==> src/rtl/tick_sel_pkg.sv <==
package tick_sel_pkg;

    localparam int SEL_W  = 3;
    localparam int PRE_W  = 10;
    localparam int N_TAPS = 4;

    typedef enum logic [SEL_W-1:0] {
        SRC_OFF      = 3'b000,
        SRC_SYS      = 3'b001,
        SRC_DIV8     = 3'b010,
        SRC_DIV64    = 3'b011,
        SRC_DIV256   = 3'b100,
        SRC_DIV1024  = 3'b101,
        SRC_PIN_FALL = 3'b110,
        SRC_PIN_RISE = 3'b111
    } src_sel_e;

    // log2 of the division ratio for tap index i (8, 64, 256, 1024)
    function automatic int tap_log2(input int i);
        case (i)
            0:       return 3;
            1:       return 6;
            2:       return 8;
            default: return 10;
        endcase
    endfunction

endpackage

==> src/rtl/tick_prescaler.sv <==
module tick_prescaler
    import tick_sel_pkg::*;
#(
    parameter int CNT_W    = PRE_W,
    parameter int TAP_CNT  = N_TAPS
) (
    input  logic               clk,
    input  logic               rst_n,
    output logic [CNT_W-1:0]   cnt_o,
    output logic [TAP_CNT-1:0] wrap_o
);

    typedef struct packed {
        logic [CNT_W-1:0] cnt;
    } pre_state_t;

    pre_state_t state_d, state_q;

    always_comb begin
        state_d     = state_q;
        state_d.cnt = state_q.cnt + 1'b1;
    end

    always_ff @(posedge clk or negedge rst_n) begin
        if (!rst_n) state_q <= '0;
        else        state_q <= state_d;
    end

    assign cnt_o = state_q.cnt;

    // each tap fires when its low bits are all zero
    for (genvar i = 0; i < TAP_CNT; i++) begin : g_tap
        localparam int LOG = tap_log2(i);
        assign wrap_o[i] = (state_q.cnt[LOG-1:0] == '0);
    end

endmodule

==> src/rtl/pin_edge_detect.sv <==
module pin_edge_detect #(
    parameter int SYNC_STAGES = 2
) (
    input  logic clk,
    input  logic rst_n,
    input  logic pin_i,
    output logic rise_o,
    output logic fall_o,
    output logic sync_o,
    output logic hist_o
);

    localparam int PIPE_W = SYNC_STAGES + 1;

    typedef struct packed {
        logic [PIPE_W-1:0] pipe;
    } det_state_t;

    det_state_t state_d, state_q;

    always_comb begin
        state_d      = state_q;
        state_d.pipe = {state_q.pipe[PIPE_W-2:0], pin_i};
    end

    always_ff @(posedge clk or negedge rst_n) begin
        if (!rst_n) state_q <= '0;
        else        state_q <= state_d;
    end

    assign sync_o = state_q.pipe[SYNC_STAGES-1];
    assign hist_o = state_q.pipe[SYNC_STAGES];
    assign rise_o = sync_o & ~hist_o;
    assign fall_o = ~sync_o & hist_o;

endmodule

==> src/rtl/tick_mux.sv <==
module tick_mux
    import tick_sel_pkg::*;
(
    input  logic [SEL_W-1:0]  sel_i,
    input  logic [N_TAPS-1:0] wrap_i,
    input  logic              rise_i,
    input  logic              fall_i,
    output logic              en_o
);

    always_comb begin
        en_o = 1'b0;
        case (sel_i)
            SRC_OFF:      en_o = 1'b0;
            SRC_SYS:      en_o = 1'b1;
            SRC_DIV8:     en_o = wrap_i[0];
            SRC_DIV64:    en_o = wrap_i[1];
            SRC_DIV256:   en_o = wrap_i[2];
            SRC_DIV1024:  en_o = wrap_i[3];
            SRC_PIN_FALL: en_o = fall_i;
            SRC_PIN_RISE: en_o = rise_i;
            default:      en_o = 1'b0;
        endcase
    end

endmodule

==> src/rtl/tick_source_sel.sv <==
module tick_source_sel
    import tick_sel_pkg::*;
#(
    parameter int PRE_BITS   = PRE_W,
    parameter int SYNC_DEPTH = 2
) (
    input  logic             clk,
    input  logic             rst_n,
    input  logic [SEL_W-1:0] clk_sel,
    input  logic             ext_pin,
    output logic             count_en
);

    typedef struct packed {
        logic tick;
    } top_state_t;

    top_state_t           state_d, state_q;
    logic [PRE_BITS-1:0]  pre_cnt;
    logic [N_TAPS-1:0]    tap_wrap;
    logic                 pin_rise, pin_fall, pin_sync, pin_hist;
    logic                 en_next;

    tick_prescaler #(.CNT_W(PRE_BITS), .TAP_CNT(N_TAPS)) u_pre (
        .clk    (clk),
        .rst_n  (rst_n),
        .cnt_o  (pre_cnt),
        .wrap_o (tap_wrap)
    );

    pin_edge_detect #(.SYNC_STAGES(SYNC_DEPTH)) u_pin (
        .clk    (clk),
        .rst_n  (rst_n),
        .pin_i  (ext_pin),
        .rise_o (pin_rise),
        .fall_o (pin_fall),
        .sync_o (pin_sync),
        .hist_o (pin_hist)
    );

    tick_mux u_mux (
        .sel_i  (clk_sel),
        .wrap_i (tap_wrap),
        .rise_i (pin_rise),
        .fall_i (pin_fall),
        .en_o   (en_next)
    );

    always_comb begin
        state_d      = state_q;
        state_d.tick = en_next;
    end

    always_ff @(posedge clk or negedge rst_n) begin
        if (!rst_n) state_q <= '0;
        else        state_q <= state_d;
    end

    assign count_en = state_q.tick;

endmodule

==> config.mk <==
export PLATFORM = sky130hd
export DESIGN_NAME = tick_source_sel
export DESIGN_NICKNAME = d
export VERILOG_FILES = /design/src/rtl/tick_sel_pkg.sv /design/src/rtl/tick_prescaler.sv /design/src/rtl/pin_edge_detect.sv /design/src/rtl/tick_mux.sv /design/src/rtl/tick_source_sel.sv
export SDC_FILE = /design/constraint.sdc
export NUM_CORES = 1
export LEC_CHECK = 0
export ABC_CLOCK_PERIOD_IN_PS = 3800
export BUFFER_PORTS_ARGS = -buffer_cell sky130_fd_sc_hd__buf_2
export CAP_MARGIN = 20
export CORE_UTILIZATION = 40
export CTS_CLUSTER_DIAMETER = 40
export DETAILED_ROUTE_END_ITERATION = 10
export GPL_TIMING_DRIVEN = 1
export PLACE_DENSITY_LB_ADDON = 0.12
export SYNTH_ARGS = -nofsm -noshare
export SYNTH_HDL_FRONTEND = slang
export SYNTH_HIERARCHICAL = 1
export SYNTH_SLANG_ARGS = --single-unit
==> constraint.sdc <==
create_clock -name clk -period 3.8 [get_ports clk]
set_input_delay 0.38 -clock clk [delete_from_list [all_inputs] [get_ports clk]]
set_output_delay 0.38 -clock clk [all_outputs]
set_load 0.05 [all_outputs]
Yosys cells after proc, flatten, opt, wreduce, memory -nomap -nowiden
Index checks and enable logic that the tools add are counted.
{"block": "word_totals", "regBits": 14, "out_inout_bits": 1}
{"block": "op_classes", "add_sub_neg": 1, "n_eq_ne": 7, "muxes": 1, "n_bitwise": 4, "reduce_logical": 5}
{"cell": "$eq A3 B3 Y1 const B", "count": 4}
{"cell": "$add A10 B1 Y10 const B", "count": 1}
{"cell": "$logic_not A10 Y1", "count": 1}
{"cell": "$logic_not A8 Y1", "count": 1}
{"cell": "$pmux W1 S8", "count": 1}
{"cell": "$eq A3 B2 Y1 const B", "count": 2}
{"cell": "$logic_not A3 Y1", "count": 2}
{"cell": "$logic_not A6 Y1", "count": 1}
{"cell": "$eq A3 B1 Y1 const B", "count": 1}
{"cell": "$and A1 B1 Y1", "count": 2}
{"cell": "$not A1 Y1", "count": 2}

Logic depth before layout (Yosys ltp)
Gate-level depths: netlist of run 1.
{"block": "depth", "word_depth": 3, "mapped_depth": 7}

Modules after synthesis
Netlist of run 1, hierarchy kept.
{"module": "tick_prescaler", "instances": 1, "cells_per_inst": 38, "area_each_um2": 462.9, "seq_area_each_um2": 250.2}
{"module": "pin_edge_detect", "instances": 1, "cells_per_inst": 5, "area_each_um2": 90.1, "seq_area_each_um2": 75.1}
{"module": "tick_mux", "instances": 1, "cells_per_inst": 5, "area_each_um2": 60.1, "seq_area_each_um2": 0.0}
{"module": "tick_source_sel", "instances": 1, "cells_per_inst": 1, "area_each_um2": 25.0, "seq_area_each_um2": 25.0}

Worst setup path before layout of run 1
OpenSTA, ideal clock, no wires.
{"block": "synth_path", "path_type": "register -> register", "start": "register u_pre.state_q (netlist bit u_pre/cnt_o[0])", "end": "register state_q (netlist: count_en)", "setup_time_ps": 67, "arrival_ps": 1633, "t_required_ps": 3733, "slack_ps": 2100, "path_stages_with_launch": 8, "path_buffers": 0, "cell_sequence": "dfrtp_1 -> inv_1 -> ha_1 -> nand2b_4 -> or4_4 -> nor4b_2 -> mux2_1 -> mux4_2"}
{"block": "synth_between", "elab_chain_len": 2, "word_cells_on_any_way": 5, "cone_classes": "mux: 1; reduce/logical: 4"}
{"item": "start, declared", "line_no": "tick_prescaler.sv:17", "source": "pre_state_t state_d, state_q;"}
{"item": "start signal, assigned", "line_no": "tick_prescaler.sv:26", "source": "else state_q <= state_d;"}
{"item": "$logic_not A10 Y1", "line_no": "tick_prescaler.sv:34", "source": "assign wrap_o[i] = (state_q.cnt[LOG-1:0] == '0);"}
{"item": "named net tap_wrap[3]", "line_no": "tick_source_sel.sv:20", "source": "logic [N_TAPS-1:0] tap_wrap;"}
{"item": "$pmux W1 S8", "line_no": "tick_mux.sv:13", "source": "case (sel_i)"}
{"item": "named net en_next", "line_no": "tick_source_sel.sv:22", "source": "logic en_next;"}
{"item": "end signal, assigned", "line_no": "tick_source_sel.sv:56", "source": "else state_q <= state_d;"}
{"item": "end, declared", "line_no": "tick_source_sel.sv:18", "source": "top_state_t state_d, state_q;"}
The timed path passes the listed nets, and every way through them passes these cells.

Worst setup path in the final report of run 1
Ends and elaborated chain as after synthesis.

==> impl_metrics.toml, run 1 <==
[floorplanning]
die_width_um = 41.94
die_h_um = 41.94
fp.coreArea_um2 = 1506
initial_core_util_pct = 42.36
io_pins = 7
dieArea_um2 = 1759
fp-row-count = 14

[min_path]
hp-class = "in2reg"

[power]
combPwrFrac_pct = 5.9
switching_share_pct = 21.04
p_leak_nw = 0.3574
p_int_mw = 0.1941
power.clock.fraction_pct = 32.3
p_per_cell_area_nw_per_um2 = 341.1
share_seq_of_total_power_pct = 61.9
net_switching_power_mw = 0.05170
worst_ir_drop_vdd_v = 0.0001690

[logic_synthesis]
syn-num-nets = 57
post-synth-top-area-cell = "dfrtp_1"
ys_top_cells_by_area = "dfrtp_1, xnor2_1, ha_1"
synth_warnings = 6
synth_flop_cell = "dfrtp_1"
synth.distinct_cells = 22
ys_async_sr_fraction_pct = 100.0
synthesis.area_per_instance_um2 = 13.02
post-synth-top-area-fraction_pct = 54.90
synth-seq-cells = 14
number_of_flops_mapped_to_enable_cells_by_yosys = 0
synthCells = 49
synth_area_um2 = 638.1
synth_sequential_area_ratio_pct = 54.90

[clock_tree]
clock_sinks = 14
clockRootBuffer = "clkbuf_4"
clkSlewWorstSetupHoldPaths_ns = 0.07
ctsResizeCount = 0
cts-htree-levels = 1
largest_buffer_count_on_any_clock_path = 2
worstSkewPairLatency_ns = 0.28
cts_buffers = 3
tritoncts = "done"

[run]
max_cap_viol_count = 0

[timing]
post-route-min-period_ns = 1.814
setup_violations_final = 0
fin_hold_ws_ns = 0.2108
final-max-slew-violation-count = 0
relSlewSlack_pct = 79.33
fmax_mhz = 551.2
rsz_0062_raised_after_global_routing = "no"
timing.setup.tns_ns = 0
report.final.hold_viol_count = 0
final_min_period_over_clock_period_pct = 47.75
worstMarginPinSlew_ns = 0.3100
timing.clock.skew_ns = 0.005125

[worst_setup_path]
criticalPathCategory = "reg2reg"
critical_path.startpoint_type = "register"
cp.arrival_ns = 2.03
critical_path_peak_fanout = 3
crit_path_end_kind = "register"
crit_required_ns = 4.02

[placement]
dp.final_hpwl_um = 656.6
placedInstanceArea_um2 = 688.2
io_buffer_count = 6
place.gp.congestion = 0.6830
place.detailed.instances = 71

[drt]
routed-via-count = 375
detail_route.wl_per_cell_um = 11.92
drt_wl_total_um = 894
detail-route-antenna-nets = 0
drt_drc_violations_left = 0
post_drt_via_cell_ratio = 5.000
detail_route.iter0.violations = 0
detailedRoute.firstPassIterationCount = 1

[run_status]
outcome = "finished, final reports clean"

[cells_and_area]
drive_above_1_share_pct = 27.12
final_design_area_no_fill_um2 = 720.7
num_antenna_cells = 0
final_cell_mix = "dfrtp_1, buf_2, xnor2_1"
finalNetCount = 69
post-route-util_pct = 47.84
final-instance-count-excl-fill = 75
mostFrequentLayoutCell = "dfrtp_1"
syn2layout_area_growth_pct = 12.94

[global_route]
globalRoute.totalOverflow = 0
grt_first_pass_wirelength_um = 1704
pin_count_of_the_biggest_net_entering_global_routing = 15
globalRouteTotalUtil_pct = 13.88
number_of_global_route_vias_before_repair = 403
grt_antenna_before_repair = 0
## per-layer routing
metal  wire length (µm)  GRT usage (%)  vias up
met4                 17          7.742        0
met5                  0              0        -
met2                417          19.69        6
met3                 41          7.826        3
met1                418          16.43      177
li1                   -              -      189
## worst max-delay path: stages (launching register included)
cell      delay, ns
dfrtp_1        0.39
inv_1          0.08
ha_1           0.20
nand2b_4       0.06
or4_4          0.43
nor4b_2        0.22
mux2_1         0.16
mux4_2         0.21
## power by group through the flow
stage | Clock, mW | Combinational (mW) | Sequential, mW
floorplan | 0 | 0.00337 | 0.159
global placement | 0 | 0.0140 | 0.155
detailed placement | 0 | 0.0138 | 0.155
CTS | 0.0853 | 0.0147 | 0.152
global route | 0.0923 | 0.0160 | 0.152
finish | 0.0793 | 0.0144 | 0.152
## repair_timing
action / 4_1_cts / 5_1_grt
setup buffers: 0 / 0
hold endpoints to repair: 14 / 0
setup endpoints to repair: 0 / 0
hold buffers: 1 / 0
## through the flow
step                      worst slack, ns  total power, mW
after CTS                           1.951           0.2522
after global routing                1.866           0.2607
final                               1.986           0.2458
after floorplan                     2.100           0.1619
after detailed placement            1.975           0.1690
after global placement              2.019           0.1691
## path summary, 6_finish.rpt
| kind | start | end | slack, ns | depth (start not counted) |
|---|---|---|---|---|
| min in group asynchronous | rst_n | u_pre/cnt_o[7] | 0.53 | 2 |
| worst min register to register | u_pin/state_q[0] | u_pin/state_q[1] | 0.35 | 0 |
| max in group asynchronous | rst_n | u_pre/cnt_o[1] | 3.03 | 2 |
| worst max-delay path | u_pre/cnt_o[0] | count_en | 1.99 | 7 |
| worst max register to register | u_pre/cnt_o[0] | count_en | 1.99 | 7 |
| worst min-delay path | ext_pin | u_pin/state_q[0] | 0.21 | 1 |
## layout make-up
class	count	area, µm²
multi-input cells	31	272.8
flip-flops and latches	14	350.3
fillers	142	785.8
clock buffers	3	22.52
repair buffers	7	40.04
inverters	4	15.01
well taps	16	20.02
## cells in the mapped netlist (2+ instances only)
cell,instances
nand4_1,2
nand3_1,3
inv_1,4
xor2_1,2
dfrtp_1,14
xnor2_1,6
ha_1,2
mux2_1,2
## cell families (layout without fill, tap and decap cells)
logic type | Yosys count | after routing | share of synthesized area (%)
DFF | 14 | 14 | 54.90
muxes | 3 | 3 | 7.058
buffers and inverters | 4 | 14 | 2.352
and+or+nand+nor | 18 | 18 | 20.78
xor gates and xnor gates | 8 | 8 | 10.98
adders and majority gates | 2 | 2 | 3.921
## registers in the layout, indices dropped and copies added (netlist names)
register and cells:
u_pre/cnt_o 10, count_en 1, u_pin/state_q 3
Power figures use the tool's default switching activity.
==> inputs of run 2 (changes only) <==
--- a/config.mk
+++ b/config.mk
@@ -5,7 +5,7 @@
 export SDC_FILE = /design/constraint.sdc
 export NUM_CORES = 1
 export LEC_CHECK = 0
-export ABC_CLOCK_PERIOD_IN_PS = 3800
+export ABC_CLOCK_PERIOD_IN_PS = 1600
 export BUFFER_PORTS_ARGS = -buffer_cell sky130_fd_sc_hd__buf_2
 export CAP_MARGIN = 20
 export CORE_UTILIZATION = 40
==> constraint.sdc (replaced) <==
create_clock -name clk -period 1.6 [get_ports clk]
set_input_delay 0.16 -clock clk [delete_from_list [all_inputs] [get_ports clk]]
set_output_delay 0.16 -clock clk [all_outputs]
set_load 0.05 [all_outputs]
==> impl_metrics.toml, run 2 (same netlist as run 1, synthesis figures left out) <==
[timing]
final-max-slew-violation-count = 0
post-route-min-period_ns = 1.762
timing.clock.skew_ns = 0.001464
relSlewSlack_pct = 79.42
final_min_period_over_clock_period_pct = 110.1
timing.setup.tns_ns = -0.1622
setup_violations_final = 1
timing.final.ws_setup_ns = -0.1622
report.final.hold_viol_count = 0
rsz_0062_raised_after_global_routing = "yes"
worstMarginPinSlew_ns = 0.3087
fmax_mhz = 567.5
fin_hold_ws_ns = 0.1482

[power]
net_switching_power_mw = 0.1325
p_per_cell_area_nw_per_um2 = 787.2
switching_share_pct = 20.47
combPwrFrac_pct = 5.7
p_leak_nw = 0.4098
power.clock.fraction_pct = 38.4
worst_ir_drop_vdd_v = 0.0005403
share_seq_of_total_power_pct = 55.8
p_int_mw = 0.5147

[worst_setup_path]
critical_path_peak_fanout = 3
crit_path_end_kind = "register"
rr_startpoint = "u_pre/cnt_o[1]"
criticalPathCategory = "reg2reg"
critPathSlowestCell = "or4_4"
critical_path.startpoint_type = "register"
cp.arrival_ns = 1.99
worstReg2RegEnd = "count_en"
rr_worst_depth = 7
reg2reg_slack_ns = -0.16
crit_required_ns = 1.82
critical-path-max-stage-delay_ns = 0.45
crit_path_cell_trace = "inv_2, ha_4, nand2b_4, or4_4, nor4b_4, mux2_4, mux4_2"
crit_start = "u_pre/cnt_o[1]"

[clock_tree]
clock_sinks = 14
tritoncts = "done"
cts.repair_timing.setup_buffer_count = 0
largest_buffer_count_on_any_clock_path = 2
cts_buffers = 3
clockRootBuffer = "clkbuf_4"
cts-htree-levels = 1
clkSlewWorstSetupHoldPaths_ns = 0.08
worstSkewPairLatency_ns = 0.28

[cells_and_area]
final_cell_mix = "dfrtp_1, buf_4, buf_2, xnor2_1"
mostFrequentLayoutCell = "dfrtp_1"
final_design_area_no_fill_um2 = 822.0
finalNetCount = 77
largest_reg_flops = 10
drive_above_1_share_pct = 41.18
num_antenna_cells = 0
syn2layout_area_growth_pct = 28.82
post-route-util_pct = 54.57

[floorplanning]
die_h_um = 41.94
dieArea_um2 = 1759
fp.coreArea_um2 = 1506
die_width_um = 41.94
io_pins = 7
initial_core_util_pct = 42.36
fp-row-count = 14

[drt]
detail-route-antenna-nets = 0
detail_route.iter0.violations = 1
routed-via-count = 402
drt_drc_violations_left = 0
post_drt_via_cell_ratio = 4.786
detailedRoute.firstPassIterationCount = 3
detail_route.wl_per_cell_um = 11.17
drt_wl_total_um = 938

[placement]
place.gp.congestion = 0.6647
dp.final_hpwl_um = 732.3
placedInstanceArea_um2 = 743.2
io_buffer_count = 6

[global_route]
number_of_global_route_vias_before_repair = 417
grt_first_pass_wirelength_um = 1766
globalRoute.totalOverflow = 0
globalRouteTotalUtil_pct = 14.17
pin_count_of_the_biggest_net_entering_global_routing = 15
grt_antenna_before_repair = 0

[min_path]
min_path_cells = 2
hold-path-endpoint = "count_en"
hp-class = "in2reg"
timing.hold.worst.start = "clk_sel[2]"

[run]
max_cap_viol_count = 0

[run_status]
violations_in_the_final_reports = "setup timing"
outcome = "finished with violations"
==> run 2: metrics by stage <==
stage | std cells | power (mW) | setup slack, ns
2_1_floorplan | 49 | 0.3845 | -0.09420
3_3_place_gp | 78 | 0.4012 | -0.1602
3_5_place_dp | 78 | 0.4020 | -0.1853
4_1_cts | 84 | 0.6613 | -0.2101
5_1_grt | 84 | 0.6818 | -0.2578
6_report | 84 | 0.6471 | -0.1622
==> run 2: worst max-delay path: cells and delay by family (launching register included) <==
kind,cells,cell delay [ns]
adders and majority gates,1,0.14
DFF,1,0.39
buffers and inverters,1,0.07
muxes,2,0.39
and+or+nand+nor,3,0.72
==> run 2: what timing repair did <==
item | in CTS | in global routing
endpoints found under the hold margin | 15 | 0
pin swaps | 0 | 0
hold buffers | 2 | 0
endpoints found under the setup margin | 1 | 1
resized for setup | 0 | 5
==> run 2: how the worst max path moves through the flow <==
stage / to / slack, ns / cells past startpoint
floorplan: count_en / -0.09 / 7
global placement: count_en / -0.16 / 7
detailed placement: count_en / -0.19 / 7
CTS: count_en / -0.21 / 7
global route: count_en / -0.26 / 7
finish: count_en / -0.16 / 7
==> run 2: layout make-up <==
| class | instances | area (µm²) |
|---|---|---|
| clock buffers | 4 | 36.28 |
| fillers | 132 | 684.4 |
| inverters | 4 | 15.01 |
| multi-input cells | 31 | 297.8 |
| flip-flops and latches | 14 | 350.3 |
| well taps | 16 | 20.02 |
| repair buffers | 15 | 102.6 |
==> run 2: power by group through the flow <==
| stage | Combinational (mW) | Clock [mW] | Sequential [mW] |
|---|---|---|---|
| after floorplan | 0.00799 | 0 | 0.376 |
| after detailed placement | 0.0334 | 0 | 0.369 |
| after global routing | 0.0408 | 0.278 | 0.363 |
| final | 0.0372 | 0.249 | 0.361 |
| after CTS | 0.0373 | 0.263 | 0.361 |
| after global placement | 0.0328 | 0 | 0.368 |
==> run 2: per-layer routing <==
layer	vias up	track usage (%)	routed length, µm	share of wire, %
met5	-	0	0	0
met4	0	5.806	16	1.7
met3	3	7.826	44	4.7
met2	6	21.25	437	47
met1	188	16.76	439	47
li1	205	-	-	-
